**config.mk**
```make
export PLATFORM = sky130hd
export DESIGN_NAME = stripe_rmw_ctrl
export DESIGN_NICKNAME = d
export VERILOG_FILES = /design/src/rtl/stripe_pkg.sv /design/src/rtl/stripe_addr_map.sv /design/src/rtl/stripe_rmw_seq.sv /design/src/rtl/stripe_rmw_ctrl.sv
export SDC_FILE = /design/constraint.sdc
export NUM_CORES = 1
export LEC_CHECK = 0
export BUFFER_PORTS_ARGS = -buffer_cell sky130_fd_sc_hd__buf_4
export CORE_MARGIN = 2
export CORE_UTILIZATION = 56
export CTS_CLUSTER_DIAMETER = 60
export DETAILED_ROUTE_END_ITERATION = 6
export GPL_TIMING_DRIVEN = 0
export HOLD_SLACK_MARGIN = 0.02
export PLACE_DENSITY = 0.91
export SETUP_SLACK_MARGIN = 0.2
export SYNTH_ARGS = -nofsm -noshare
export SYNTH_HDL_FRONTEND = slang
export SYNTH_SLANG_ARGS = --single-unit
```
**constraint.sdc**
```tcl
create_clock -name clk -period 7.1 [get_ports clk]
set_input_delay 1.42 -clock clk [delete_from_list [all_inputs] [get_ports clk]]
set_output_delay 1.42 -clock clk [all_outputs]
set_load 0.05 [all_outputs]
```
**src/rtl/stripe_pkg.sv**
```systemverilog
package stripe_pkg;

  // Steps of the small-write update. The order is part of the behaviour.
  typedef enum logic [2:0] {
    ST_IDLE   = 3'd0,
    ST_RD_OLD = 3'd1,
    ST_RD_PAR = 3'd2,
    ST_WR_DAT = 3'd3,
    ST_WR_PAR = 3'd4
  } rmw_state_e;

endpackage

```
**src/rtl/stripe_addr_map.sv**
```systemverilog
// Logical unit -> stripe, parity column and data column (combinational).
module stripe_addr_map #(
  parameter int NCOL     = 5,
  parameter int LBA_W    = 16,
  parameter int COL_W    = 3,
  parameter int STRIPE_W = 16
) (
  input  logic [LBA_W-1:0]    lba,
  output logic [STRIPE_W-1:0] stripe,
  output logic [COL_W-1:0]    pcol,
  output logic [COL_W-1:0]    dcol
);
  localparam int DPS = NCOL - 1;  // data units per stripe

  function automatic logic [STRIPE_W-1:0] f_stripe(input logic [LBA_W-1:0] l);
    return STRIPE_W'(l / LBA_W'(DPS));
  endfunction

  // Parity starts in the last column and moves left by one per stripe.
  function automatic logic [COL_W-1:0] f_pcol(input logic [STRIPE_W-1:0] s);
    logic [COL_W-1:0] rot;
    rot = COL_W'(s % STRIPE_W'(NCOL));
    return COL_W'(NCOL - 1) - rot;
  endfunction

  // The slot within the stripe skips over the parity column.
  function automatic logic [COL_W-1:0] f_dcol(input logic [LBA_W-1:0] l,
                                               input logic [COL_W-1:0] p);
    logic [COL_W-1:0] slot;
    slot = COL_W'(l % LBA_W'(DPS));
    return (slot >= p) ? slot + COL_W'(1) : slot;
  endfunction

  always_comb begin
    stripe = f_stripe(lba);
    pcol   = f_pcol(stripe);
    dcol   = f_dcol(lba, pcol);
  end

endmodule

```
**src/rtl/stripe_rmw_seq.sv**
```systemverilog
// Four-step read-modify-write sequencer with a running XOR parity.
module stripe_rmw_seq
  import stripe_pkg::*;
#(
  parameter int DATA_W   = 32,
  parameter int COL_W    = 3,
  parameter int STRIPE_W = 16
) (
  input  logic                clk,
  input  logic                rst_n,
  input  logic                start,
  input  logic [STRIPE_W-1:0] start_stripe,
  input  logic [COL_W-1:0]    start_dcol,
  input  logic [COL_W-1:0]    start_pcol,
  input  logic [DATA_W-1:0]   start_data,
  input  logic                phy_ack,
  input  logic [DATA_W-1:0]   phy_rdata,
  output logic                idle,
  output logic                phy_req,
  output logic [COL_W-1:0]    phy_col,
  output logic [STRIPE_W-1:0] phy_stripe,
  output logic                phy_we,
  output logic [DATA_W-1:0]   phy_wdata,
  output logic                op_fire,
  output logic                done
);
  rmw_state_e          state_q, state_d;
  logic [STRIPE_W-1:0] stripe_q;
  logic [COL_W-1:0]    dcol_q, pcol_q;
  logic [DATA_W-1:0]   new_q, par_q;
  logic                done_q;

  function automatic rmw_state_e f_after(input rmw_state_e s);
    case (s)
      ST_RD_OLD: return ST_RD_PAR;
      ST_RD_PAR: return ST_WR_DAT;
      ST_WR_DAT: return ST_WR_PAR;
      default:   return ST_IDLE;
    endcase
  endfunction

  function automatic logic f_is_write(input rmw_state_e s);
    return (s == ST_WR_DAT) || (s == ST_WR_PAR);
  endfunction

  function automatic logic f_on_parity(input rmw_state_e s);
    return (s == ST_RD_PAR) || (s == ST_WR_PAR);
  endfunction

  assign op_fire = (state_q != ST_IDLE) && phy_ack;

  always_comb begin
    if (state_q == ST_IDLE) state_d = start ? ST_RD_OLD : ST_IDLE;
    else if (phy_ack)       state_d = f_after(state_q);
    else                    state_d = state_q;
  end

  always_ff @(posedge clk or negedge rst_n) begin
    if (!rst_n) begin
      state_q  <= ST_IDLE;
      stripe_q <= '0;
      dcol_q   <= '0;
      pcol_q   <= '0;
      new_q    <= '0;
      par_q    <= '0;
      done_q   <= 1'b0;
    end else begin
      state_q <= state_d;
      done_q  <= op_fire && (state_q == ST_WR_PAR);
      if (state_q == ST_IDLE && start) begin
        stripe_q <= start_stripe;
        dcol_q   <= start_dcol;
        pcol_q   <= start_pcol;
        new_q    <= start_data;
        par_q    <= start_data;      // parity accumulator seeded with new data
      end else if (op_fire && !f_is_write(state_q)) begin
        par_q    <= par_q ^ phy_rdata;  // fold in old data, then old parity
      end
    end
  end

  assign idle       = (state_q == ST_IDLE);
  assign phy_req    = (state_q != ST_IDLE);
  assign phy_col    = f_on_parity(state_q) ? pcol_q : dcol_q;
  assign phy_stripe = stripe_q;
  assign phy_we     = f_is_write(state_q);
  assign phy_wdata  = (state_q == ST_WR_PAR) ? par_q : new_q;
  assign done       = done_q;

endmodule

```
**src/rtl/stripe_rmw_ctrl.sv**
```systemverilog
// Top: request port, address map and read-modify-write sequencer.
module stripe_rmw_ctrl #(
  parameter int DATA_W = 32,
  parameter int LBA_W  = 16,
  parameter int NCOL   = 5,
  parameter int COL_W  = $clog2(NCOL)
) (
  input  logic              clk,
  input  logic              rst_n,
  input  logic              req_valid,
  input  logic [LBA_W-1:0]  req_lba,
  input  logic [DATA_W-1:0] req_data,
  output logic              req_ready,
  output logic              phy_req,
  output logic [COL_W-1:0]  phy_col,
  output logic [LBA_W-1:0]  phy_stripe,
  output logic              phy_we,
  output logic [DATA_W-1:0] phy_wdata,
  input  logic              phy_ack,
  input  logic [DATA_W-1:0] phy_rdata,
  output logic              done
);
  localparam int STRIPE_W = LBA_W;

  // Named internal events, brought out for the checker.
  logic                accept;
  logic                op_fire;
  logic                seq_idle;
  logic [STRIPE_W-1:0] map_stripe;
  logic [COL_W-1:0]    map_pcol, map_dcol;

  stripe_addr_map #(
    .NCOL(NCOL), .LBA_W(LBA_W), .COL_W(COL_W), .STRIPE_W(STRIPE_W)
  ) u_map (
    .lba    (req_lba),
    .stripe (map_stripe),
    .pcol   (map_pcol),
    .dcol   (map_dcol)
  );

  assign accept    = req_valid && seq_idle;
  assign req_ready = seq_idle;

  stripe_rmw_seq #(
    .DATA_W(DATA_W), .COL_W(COL_W), .STRIPE_W(STRIPE_W)
  ) u_seq (
    .clk          (clk),
    .rst_n        (rst_n),
    .start        (accept),
    .start_stripe (map_stripe),
    .start_dcol   (map_dcol),
    .start_pcol   (map_pcol),
    .start_data   (req_data),
    .phy_ack      (phy_ack),
    .phy_rdata    (phy_rdata),
    .idle         (seq_idle),
    .phy_req      (phy_req),
    .phy_col      (phy_col),
    .phy_stripe   (phy_stripe),
    .phy_we       (phy_we),
    .phy_wdata    (phy_wdata),
    .op_fire      (op_fire),
    .done         (done)
  );

endmodule

```
# Word level (Yosys, flattened, before mapping)

Cells that the tools add are included.
W data, S select, Z words.

Flip-flop bits (word level): 88
Bits in latches: 0
Bits in writable memories: 0
ROM bits: 0
Input port bits: 84
Output and inout port bits: 55
Logic and storage cells: 37
Memories kept: 0

Add/sub/neg operators: 2
Multiply operators: 0
Divide/modulo/power cells: 1
Order comparisons: 1
Equal/unequal tests: 4
Shift-type cells: 0
Multiplexer cells: 9
Bitwise logic cells: 1
Reductions and logical operators: 12

Operators by type and width:

| operator                | count |
|---|---|
| $mux W32                | 3 |
| $xor A32 B32 Y32        | 1 |
| $mod A14 B3 Y16 const B | 1 |
| $mux W3                 | 4 |
| $pmux W3 S3             | 1 |
| $eq A3 B2 Y1 const B    | 2 |
| $logic_and A1 B1 Y1     | 5 |
| $reduce_bool A2 Y1      | 2 |
| $add A2 B1 Y3 const B   | 1 |
| $eq A3 B1 Y1 const B    | 1 |
| $eq A3 B3 Y1 const B    | 1 |
| $ge A2 B3 Y1            | 1 |
| $logic_not A3 Y1        | 1 |
| $reduce_bool A3 Y1      | 1 |
| $sub A3 B3 Y3 const A   | 1 |
| $logic_or A1 B1 Y1      | 2 |
| $logic_not A1 Y1        | 1 |
| $mux W1                 | 1 |

# Depth between registers and ports, before layout

Depth in word-level cells: 6
Depth in mapped cells: 29
Mapped depth without buffers: 26

# Cells and area by module

Synthesis repeated with hierarchy kept, for this count alone.

Cells, all modules: 741
Area, all modules: 6,366.1 sq um

By module, submodules not included:

| module          | instances | cells an instance | area each (sq um) | seq. area each (sq um) |
|---|---|---|---|---|
| stripe_rmw_seq  | 1         | 476               | 4,473.0           | 2,252.2 |
| stripe_addr_map | 1         | 264               | 1,886.8           | 0.0 |
| stripe_rmw_ctrl | 1         | 1                 | 6.3               | 0.0 |

# Worst setup path after synthesis

OpenSTA, ideal clock, no wires.

Path kind: input to register
From: input port req_lba[15]
To: register u_seq.dcol_q[0]
Library setup time: 0.082 ns
Arrival time: 7.459 ns
Required time: 7.018 ns
Slack: -0.440 ns
Stages: 27
Path buffers: 1
Cell sequence: buf_4 > or3b_4 > a311oi_2 > a211oi_2 > nor3b_1 > or4_4 > o21ai_2 > o31ai_1 > or3_1 > or4_1 > nand3_1 > nor2_1 > ha_1 > nand4b_2 > a221oi_2 > mux2_4 > ha_1 > nor2b_1 > a21o_1 > o2bb2ai_1 > nor3_1 > a21o_1 > xnor2_1 > ha_1 > a21oi_1 > or4_1 > a31oi_1

Longest elaborated chain between the ends: 4

RTL lines:

| element              | RTL line              | text |
|---|---|---|
| start, declared      | stripe_rmw_ctrl.sv:11 | `input logic [LBA_W-1:0] req_lba,` |
| $mod A14 B3 Y16      | stripe_addr_map.sv:22 | `rot = COL_W'(s % STRIPE_W'(NCOL));` |
| $sub A3 B3 Y3        | stripe_addr_map.sv:23 | `return COL_W'(NCOL - 1) - rot;` |
| $ge A2 B3 Y1         | stripe_addr_map.sv:31 | `return (slot >= p) ? slot + COL_W'(1) : slot;` |
| $mux W3              | stripe_addr_map.sv:31 |  |
| end signal, assigned | stripe_rmw_seq.sv:72  | `dcol_q <= start_dcol;` |
| end, declared        | stripe_rmw_seq.sv:29  | `logic [COL_W-1:0] dcol_q, pcol_q;` |

No other way between the ends.
A chain may end at the register's enable or synchronous reset.

# Worst setup path in the final report

From: input port req_lba[14]
To: register u_seq.dcol_q[1]

Same word-level chain as after synthesis.

==> out/metrics.cfg <==
[synthesis]
synthTopCellsByCount=nand2_1 (173), dfrtp_1 (88), o21ai_0 (57)
synth-edff-count=0
ys.flop_type=dfrtp_1
ys_ff_latch=88
synthMuxAreaShare=0.0746
synth_area_mm2=0.00590
synthAdderAreaFrac=0.0148
synth.top_cell.area_share=0.373
ys_seq_area_frac=0.373
synth-compound-area-share=0.182
synth_warnings=0
syn_area_per_cell_um2=8.59
synth_top_family_by_area=simple AND/OR/NAND/NOR gates
synth_area_leaders=dfrtp_1 (37%), nand2_1 (11%), mux2_2 (6.9%)
yosys.area.top_type=dfrtp_1
synth_cell_types=91
yosys.area_share.simple=0.241
yosys.cell_count.top_type=nand2_1
syn_inst=687
async_flop_share=1.00
synthXorXnorAreaFrac=0.0636

[route]
drt_wl_total_um=17800
viasPerCell=5.98
drt_first_pass_iters=5
top_layer=met4
ant_nets=0
drt-met1-wl_um=7050
vias=5963
drtIter0Drc=452
drc=0
met3_length_um=1290
wire_per_inst_um=17.9
met2_length_um=9070

[global_route]
antenna_found_initial=0
grt_overflow_total=0
grtUsageTotal=0.304
grt_pass1_vias=5879
grt_pass1_wl_um=28000
grt_max_degree=89

[floorplanning]
rows=37
die_w_um=107
ios=139
start_util=0.575
design.core.area_mm2=0.0103
die_height_um=107
design.die.area_mm2=0.0114

[timing]
fin_crit_sh=1.06
setup_viol=3
setup_tns_ns=-0.976
slew_viol_final=0
layout_setup_ws_ns=-0.392
worst_pin_slew_ns=1.09
skew_ns=0.00647
rsz0062_at_grt=yes
fmax_mhz=133
finalHoldViolCount=0
slew_headroom=0.273
timing.final.crit_period_ns=7.49

[setup_path]
cp_max_fo=8
critPathArrivalTime_ns=7.77
crit_path_end_kind=register
ff2ff_setup_slack_ns=4.34
crit_path_top_delay_cell=a211oi_4
critPathMaxStageDelay_ns=0.42
cp_data_required_time_ns=7.38
crit_type=primary input to register
startpoint_type=primary input

[finish]
postLayoutCoreUtil=0.761
area_delta_synth_final_pct=32.5
drive_above_1_share=0.336
layout.nets=949
n_antenna_cell=0

[clock_tree]
clkTransAtPathRegs_ns=0.08
cts_made_buffers=9
cts.sinks=88
h-tree-depth=3
hold_buffers=0
cts_tree=built
clk_path_buf_depth=2
cts_root_buffer=clkbuf_8
clk_latency_ns=0.36

[power_and_ir_drop]
p_leak_nw=3.64
vdd_drop_max_mv=0.273
powerDensity_mw_per_mm2=416

[placed_design]
routabilityCongestion=0.918
dpl.hpwl_um=12400
port_buffers=128

[min_path]
holdCritPathClass=register to register

[run_status]
status=finished, violations left
violations=negative setup slack

[run]
drv_cap=0

-- placed cells by master, fill, tap and decap left out, types with 4 or more instances in the layout --
master / instances
a21o_1: 6
a21oi_1: 19
a31oi_1: 4
and2_1: 4
and3_1: 4
buf_2: 6
buf_4: 160
buf_6: 4
clkbuf_1: 29
clkbuf_8: 12
dfrtp_1: 88
ha_1: 4
inv_1: 15
mux2_2: 36
nand2_1: 172
nand2b_1: 6
nand3_1: 7
nor2_1: 19
nor3_1: 10
nor3_4: 4
nor3b_1: 5
o21ai_0: 57
o22ai_1: 4
o31ai_1: 6
xnor2_1: 5
xor2_1: 35
-- metal layers --
metal / vias to the layer above / track usage
met5: - / 0
met4: 0 / 0.105
met3: 36 / 0.0693
met2: 252 / 0.534
met1: 2912 / 0.366
li1: 2763 / -
-- power breakdown --
| group | switching (mW) | internal, mW |
|---|---|---|
| sequential | 0.145 | 0.746 |
| clock | 0.166 | 0.153 |
| combinational | 1.31 | 0.733 |
| total | 1.62 | 1.63 |
-- registers in the layout, indices dropped and copies added, names as in the netlist --
| name | flops |
|---|---|
| u_seq.new_q | 32 |
| u_seq.done | 1 |
| u_seq.par_q | 32 |
| u_seq.dcol_q | 3 |
| u_seq.phy_stripe | 14 |
| u_seq.state_q | 3 |
| u_seq.pcol_q | 3 |
-- metrics by stage --
| step | worst slack (ns) | area (um2) | power, mW | std cells | hold slack (ns) |
|---|---|---|---|---|---|
| 3_3_place_gp | -0.818 | 7130 | 2.71 | 952 | 0.453 |
| 4_1_cts | -0.168 | 7700 | 3.18 | 989 | 0.478 |
| 3_5_place_dp | -1.01 | 7130 | 2.78 | 952 | 0.459 |
| 5_1_grt | -0.596 | 7830 | 3.43 | 997 | 0.512 |
| 6_report | -0.392 | 7830 | 3.25 | 997 | 0.473 |
| 2_1_floorplan | -0.279 | 6000 | 2.24 | 688 | 0.440 |
-- worst paths after layout --
kind	startpoint	to	cells after the start
worst max-delay path	req_lba[14]	u_seq.dcol_q[1]	29
worst min-delay path	u_seq.new_q[17]	u_seq.new_q[17]	2
worst max register to register	u_seq.state_q[2]	u_seq.par_q[30]	8
worst min register to register	u_seq.new_q[17]	u_seq.new_q[17]	2
max in group asynchronous	rst_n	u_seq.par_q[1]	1
min in group asynchronous	rst_n	u_seq.new_q[18]	1
-- worst max-delay path: cells and delay by family --
kind / cells / cell delay [ns]
multiplexers: 1 / 0.36
AND/OR/NAND/NOR: 9 / 1.92
XOR/XNOR: 1 / 0.15
AO/OA/AOI/OAI: 12 / 2.85
buffers and inverters: 3 / 0.38
adder cells (fa/ha/maj): 3 / 0.67
-- kinds of logic (layout without fill, tap and decap cells) --
kind of cell / after synthesis / after routing
flip-flops: 88 / 88
buffers and inverters: 64 / 237
multiplexers: 39 / 39
AND/OR/NAND/NOR: 289 / 289
XOR/XNOR: 42 / 42
adder cells (fa/ha/maj): 7 / 7
AO/OA/AOI/OAI: 157 / 157
other: 1 / 2
-- cell type report --
class,instances,area [um2]
plain buffers,48,288
clock buffers,14,173
fillers,708,2450
inverters,16,60.1
multi-input cells,536,3720
flip-flops and latches,88,2200
well taps,136,170
repair buffers,159,1210
-- timing repair --
item | 4_1_cts | 5_1_grt
hold endpoints to repair | 0 | 0
endpoints found under the setup margin | 5 | 5
buffers inserted | 22 | 8
pin swaps | 19 | 2
cloned | 1 | 0
gates resized for setup | 38 | 14
Power figures use the tool's default switching activity.
